$ cat src/rtl/mcb_pkg.sv
// Shared widths, field layouts and window bounds for the multicart bank controller.
// Assumes an 8-bit CPU data bus and a 16-bit CPU address space.
package mcb_pkg;
    localparam int CPU_AW    = 16;
    localparam int DATA_W    = 8;
    localparam int PPU_AW    = 14;
    localparam int PRG_BW    = 4;
    localparam int CHR_BW    = 6;
    localparam int PRG_OFS_W = 15;
    localparam int CHR_OFS_W = 13;
    localparam int PRG_AW    = PRG_BW + PRG_OFS_W;
    localparam int CHR_AW    = CHR_BW + CHR_OFS_W;
    localparam int SEL_W     = 6;

    localparam logic [CPU_AW-1:0] OUTER_LO = 16'hFF80;
    localparam logic [CPU_AW-1:0] OUTER_HI = 16'hFF9F;
    localparam logic [CPU_AW-1:0] INNER_LO = 16'hFFE8;
    localparam logic [CPU_AW-1:0] INNER_HI = 16'hFFF8;
    localparam logic [DATA_W-1:0] INNER_KEEP = 8'h71;

    // Outer register layout: mirroring, mode, then block select bits.
    typedef struct packed {
        logic             mirror_h;
        logic             mode_alt;
        logic [SEL_W-1:0] sel;
    } outer_t;
endpackage

$ cat src/rtl/mcb_win_decode.sv
// Address window decoder: flags a qualified bus cycle whose address lies in [LO, HI].
// Assumes LO <= HI; purely combinational.
module mcb_win_decode
    import mcb_pkg::*;
#(
    parameter logic [CPU_AW-1:0] LO = 16'h0000,
    parameter logic [CPU_AW-1:0] HI = 16'hFFFF
) (
    input  logic              access,
    input  logic [CPU_AW-1:0] addr,
    output logic              hit
);
    // Range compare gated by the bus-cycle qualifier.
    always_comb begin
        hit = access && (addr >= LO) && (addr <= HI);
    end
endmodule

$ cat src/rtl/mcb_bank_regs.sv
// Outer and inner bank registers. The outer register loads only while its select
// bits are zero, then locks; the inner register loads masked on every hit.
// Assumes the hit flags are already decoded and qualified by the bus cycle.
module mcb_bank_regs
    import mcb_pkg::*;
(
    input  logic              clk,
    input  logic              rst_n,
    input  logic              outer_hit,
    input  logic              inner_hit,
    input  logic [DATA_W-1:0] data,
    output outer_t            outer_q,
    output logic [DATA_W-1:0] inner_q
);
    logic locked;

    // Lock state: any nonzero block-select bit seals the outer register.
    always_comb begin
        locked = |outer_q.sel;
    end

    // Outer register: synchronous clear, load on hit while unlocked.
    always_ff @(posedge clk) begin
        if (!rst_n) begin
            outer_q <= '0;
        end else if (outer_hit && !locked) begin
            outer_q <= outer_t'(data);
        end
    end

    // Inner register: synchronous clear, masked load on every hit.
    always_ff @(posedge clk) begin
        if (!rst_n) begin
            inner_q <= '0;
        end else if (inner_hit) begin
            inner_q <= data & INNER_KEEP;
        end
    end

    AST_LOCK_HOLDS: assert property (@(posedge clk) disable iff (!rst_n)
        (|outer_q.sel) |=> $stable(outer_q));
    AST_INNER_BITS: assert property (@(posedge clk) disable iff (!rst_n)
        (inner_q & ~INNER_KEEP) == '0);
    AST_OUTER_QUIET: assert property (@(posedge clk) disable iff (!rst_n)
        !outer_hit |=> $stable(outer_q));
    AST_INNER_QUIET: assert property (@(posedge clk) disable iff (!rst_n)
        !inner_hit |=> $stable(inner_q));
    AST_UNLOCKED_LOAD: assert property (@(posedge clk) disable iff (!rst_n)
        (outer_hit && !(|outer_q.sel)) |=> (outer_q == outer_t'($past(data))));
endmodule

$ cat src/rtl/mcb_bank_map.sv
// Bank mapper: turns register contents and bus addresses into ROM addresses and
// the nametable address bit. Mode 1 moves one program bit and one pattern bit
// from the outer register to the inner one. Purely combinational.
module mcb_bank_map
    import mcb_pkg::*;
(
    input  outer_t            outer_q,
    input  logic [DATA_W-1:0] inner_q,
    input  logic [CPU_AW-1:0] cpu_addr,
    input  logic [PPU_AW-1:0] ppu_addr,
    output logic              prg_ce,
    output logic [PRG_AW-1:0] prg_addr,
    output logic [CHR_AW-1:0] chr_addr,
    output logic              ciram_a10
);
    localparam int BLK_W = PRG_BW - 1;

    logic [PRG_BW-1:0] prg_bank;
    logic [CHR_BW-1:0] chr_bank;
    logic [BLK_W-1:0]  block;

    // Bank selection per mode.
    always_comb begin
        block = outer_q.sel[PRG_BW-1:1];
        if (outer_q.mode_alt) begin
            prg_bank = {block, inner_q[0]};
            chr_bank = {block, inner_q[6:4]};
        end else begin
            prg_bank = outer_q.sel[PRG_BW-1:0];
            chr_bank = {outer_q.sel[PRG_BW-1:0], inner_q[5:4]};
        end
    end

    // Address composition and mirroring bit.
    always_comb begin
        prg_ce    = cpu_addr[CPU_AW-1];
        prg_addr  = {prg_bank, cpu_addr[PRG_OFS_W-1:0]};
        chr_addr  = {chr_bank, ppu_addr[CHR_OFS_W-1:0]};
        ciram_a10 = outer_q.mirror_h ? ppu_addr[11] : ppu_addr[10];
    end
endmodule

$ cat src/rtl/mcb_top.sv
// Lockable multicart bank controller top: two window decoders, the bank
// registers and the bank mapper. Registers capture at the edge ending a
// qualified bus cycle, so the cycle's own access uses the old selection.
module mcb_top
    import mcb_pkg::*;
(
    input  logic              clk,
    input  logic              rst_n,
    input  logic              cpu_access,
    input  logic [15:0]       cpu_addr,
    input  logic [7:0]        cpu_data,
    input  logic [13:0]       ppu_addr,
    output logic              prg_ce,
    output logic [18:0]       prg_addr,
    output logic [18:0]       chr_addr,
    output logic              ciram_a10,
    output logic              mirror_horiz,
    output logic              mode_alt
);
    localparam int NWIN = 2;
    localparam logic [CPU_AW-1:0] WLO [NWIN] = '{OUTER_LO, INNER_LO};
    localparam logic [CPU_AW-1:0] WHI [NWIN] = '{OUTER_HI, INNER_HI};

    logic [NWIN-1:0]   hit;
    outer_t            outer_q;
    logic [DATA_W-1:0] inner_q;

    // One decoder per register window.
    for (genvar w = 0; w < NWIN; w++) begin : g_win
        mcb_win_decode #(.LO(WLO[w]), .HI(WHI[w])) u_dec (
            .access (cpu_access),
            .addr   (cpu_addr),
            .hit    (hit[w])
        );
    end

    mcb_bank_regs u_regs (
        .clk       (clk),
        .rst_n     (rst_n),
        .outer_hit (hit[0]),
        .inner_hit (hit[1]),
        .data      (cpu_data),
        .outer_q   (outer_q),
        .inner_q   (inner_q)
    );

    mcb_bank_map u_map (
        .outer_q   (outer_q),
        .inner_q   (inner_q),
        .cpu_addr  (cpu_addr),
        .ppu_addr  (ppu_addr),
        .prg_ce    (prg_ce),
        .prg_addr  (prg_addr),
        .chr_addr  (chr_addr),
        .ciram_a10 (ciram_a10)
    );

    // Mode and mirroring status straight from the outer register.
    always_comb begin
        mirror_horiz = outer_q.mirror_h;
        mode_alt     = outer_q.mode_alt;
    end

    AST_WINDOWS_DISJOINT: assert property (@(posedge clk) disable iff (!rst_n)
        !(hit[0] && hit[1]));
    AST_RESET_CLEAR: assert property (@(posedge clk)
        !rst_n |=> (mirror_horiz == 1'b0 && mode_alt == 1'b0));
endmodule

$ cat config.mk
export PLATFORM = sky130hd
export DESIGN_NAME = mcb_top
export DESIGN_NICKNAME = d
export VERILOG_FILES = /design/src/rtl/mcb_pkg.sv /design/src/rtl/mcb_win_decode.sv /design/src/rtl/mcb_bank_regs.sv /design/src/rtl/mcb_bank_map.sv /design/src/rtl/mcb_top.sv
export SDC_FILE = /design/constraint.sdc
export NUM_CORES = 1
export LEC_CHECK = 0
export ABC_AREA = 1
export ABC_CLOCK_PERIOD_IN_PS = 1850
export BUFFER_PORTS_ARGS = -buffer_cell sky130_fd_sc_hd__buf_2
export CELL_PAD_IN_SITES_DETAIL_PLACEMENT = 2
export CELL_PAD_IN_SITES_GLOBAL_PLACEMENT = 2
export CORE_MARGIN = 3
export CORE_UTILIZATION = 18
export DETAILED_ROUTE_END_ITERATION = 7
export PLACE_DENSITY_LB_ADDON = 0.1
export SYNTH_ARGS = -nofsm -noshare
export SYNTH_HDL_FRONTEND = slang
export SYNTH_SLANG_ARGS = --single-unit
$ cat constraint.sdc
create_clock -name clk -period 1.85 [get_ports clk]
set_clock_uncertainty 0.2 [all_clocks]
set_input_delay 0.185 -clock clk [delete_from_list [all_inputs] [get_ports clk]]
set_output_delay 0.185 -clock clk [all_outputs]
set_load 0.01 [all_outputs]
==> summary.md <==
| Metric | Value |
|---|---|
| Worst r2r path cells | `6` |
| Minimum clock period | `between 1000 and 1500 ps` |
| Die area | `6251 µm²` |
| Diode count | `0` |
| Max_cap viols | `0` |
| Power Internal | `between 0.0004 and 0.0005 W` |
| CTS clk-pin slew, worst paths | `60 ps` |
| Post-DR wirelength/cell | `10.72 µm` |
| ANT nets after route | `0` |
| Cell area after synthesis | `960.9 µm²` |
| # setup viols final | `0` |
| Vias in the first global route | `~1000` |
| Total gr overflow | `0` |
| Pin count of the biggest net entering global routing | `10` |
| P&R area growth vs syn | `19.01%` |
| CTS buffer count | `3` |
| First-pass detailed-route iteration total | `3` |
| Post-DP HPWL | `approximately 2.2 mm` |
| Core Footprint | `4942 µm²` |
| Total Routing Usage GR | `0.08865` |
| Hold/Removal Path Class | `input pin to flip-flop` |
| YS warnings | `0` |
| Mapped Cells | `about 140` |
| Net switching power | `between 0.00015 and 0.0002 W` |
| Residual DRC | `0` |
| Drt total wl | `2.541 mm` |
| Initial drt markers | `27` |
| Commonest non-fill, non-tap cell in the layout | `buf_2` |
| Port bufs | `59` |
| Period utilization | `0.7177` |
| Critical Path End | `u_regs.outer_q[6]` |
| Combinational share of power | `0.158` |
| Seq/Total Area, Yosys | `0.2500` |
| Die Wd | `between 70 and 80 µm` |
| Static leakage | `0.6865 nW` |
| Hold Fails Final Rpt | `0` |
| I/O pin count | `83` |
| Postcts setup bufs | `0` |
| Tightest Pin Transition | `176.6 ps` |
| Share of layout cells above drive strength 1 | `0.4529` |
| Antenna violations before repair | `0` |
| Crit Path Class | `flip-flop to flip-flop` |
| Cts repair resizes | `0` |
| Startpoint Class | `flip-flop` |
| RSZ-0062 raised after global routing | `no` |
| Pwr dens | `between 500 and 600 nW/µm²` |
| Post-CTS Hold Buffers | `4` |
| Fin nets | `between 200 and 250` |
| Total vias in the final route | `890` |
| H-tree depth | `1` |
| TritonCTS clock tree | `built` |
| Synth Register Bits | `12` |
| Placer congestion estimate | `roughly 0.69` |
| Slew HR | `0.8820` |
| Syn_nets | `182` |
| VDD IR max | `~0.26 mV` |
| Status | `complete, no violations` |
| Final core utilization | `0.2314` |
| Syn Area/Cell | `6.815 µm²` |
| Max Freq | `0.7531 GHz` |
| Reg-to-reg slack, setup | `roughly 520 ps` |
| Via density | `3.755` |
| Max clock buf depth | `2` |
| First-pass GRT wire length | `approximately 4.5 mm` |
| Most frequent cells in the layout | `buf_2, nand2_1, nor2_1, inv_1, dfxtp_1` |
| Starting Density | `0.1944` |
| Critical path endpoint category | `flip-flop` |
| Crit path from | `u_regs.outer_q[2]` |
| Critical Path RT | `roughly 1800 ps` |
| Root Driver | `clkbuf_8` |
| TNS Setup | `0 ps` |
| Die Y | `just under 80 µm` |
| Share of power burned in registers | `0.396` |
| CP arrival | `around 1300 ps` |
| Reg2reg start | `u_regs.outer_q[2]` |
| Worst r2r dst | `u_regs.outer_q[6]` |
| Max Transition Viols Final | `0` |
| CTS sink count | `12` |
| # rows | `25` |
| Sw Ratio | `0.2409` |
| Cell variety after synth | `17` |
| Clk Latency, worst-skew pair | `240 ps` |
| Crit path max fanout | `8` |
| Hold WS | `6.402 ps` |
| Clock share of power | `0.445` |
power by group through the flow:
| stage | clock (W) | sequential, W | combinational, W |
|---|---|---|---|
| final | 0.000291 | 0.000259 | 0.000103 |
| after global routing | 0.000325 | 0.000258 | 0.000117 |
| after CTS | 0.000308 | 0.000258 | 0.000106 |
| after detailed placement | 0 | 0.000264 | 0.0000997 |
| after global placement | 0 | 0.000264 | 0.0000982 |
| after floorplan | 0 | 0.000264 | 0.0000919 |
flip-flops by register name, summed over array words and instances, names as in the netlist:
register / flops
u_regs.outer_q: 8
u_regs.inner_q: 4
cells by family after synthesis:
logic type | share of synthesized area
AO/OA/AOI/OAI | 0.03125
buffers and inverters | 0.3854
flip-flops | 0.2500
AND/OR/NAND/NOR | 0.3333
synth_stat cells, drive strengths merged:
library cell  instances  share of area
a21oi                 4          0.021
buf                  37           0.29
clkbuf                1          0.014
dfxtp                12           0.25
inv                  21          0.082
nand2                33           0.15
nand3                 7          0.060
nor2                 24           0.13
o21ai                 2          0.010
final cells by class:
class | instances | area (µm²)
clock buffer | 4 | 55.05
fill | 651 | 3799
inverter | 21 | 78.83
multi-input combinational | 70 | 350.3
sequential | 12 | 240.2
tap | 67 | 83.83
timing repair buffer | 63 | 335.3
critical path: stages (launching register included):
cell	delay [ps]
dfxtp_1	340
nor2_2	130
nand3_2	100
nor2_4	170
nand2_4	110
nor2_1	120
nor2_1	50
through the flow:
step,power (W),setup WS [ps],instance area [µm²],instances
after floorplan,0.0003561,671.1,960.9,141
after global placement,0.0003624,551.7,1049,229
after detailed placement,0.0003639,503.9,1049,229
after CTS,0.0006732,481.2,1144,237
after global routing,0.0007007,357.5,1144,237
final,0.0006526,522.2,1144,237
routing by layer:
metal	GRT usage	up-vias	share of wire
li1	-	437	-
met1	0.09403	409	0.36
met2	0.1616	36	0.53
met3	0.03855	8	0.097
met4	0.01890	0	0.0075
met5	0	-	0
how the worst min path moves through the flow:
| stage | slack [ps] | end | cells after the start | start |
|---|---|---|---|---|
| detailed placement | 170 | chr_addr[1] | 0 | ppu_addr[1] |
| finish | 6 | u_regs.inner_q[4] | 3 | cpu_data[4] |
| floorplan | 120 | u_regs.inner_q[0] | 2 | cpu_data[0] |
| global route | 30 | u_regs.inner_q[4] | 3 | cpu_data[4] |
| CTS | 6 | u_regs.inner_q[5] | 3 | cpu_data[5] |
| global placement | 170 | chr_addr[1] | 0 | ppu_addr[1] |
Note: power is estimated with default switching activity, not from simulation.
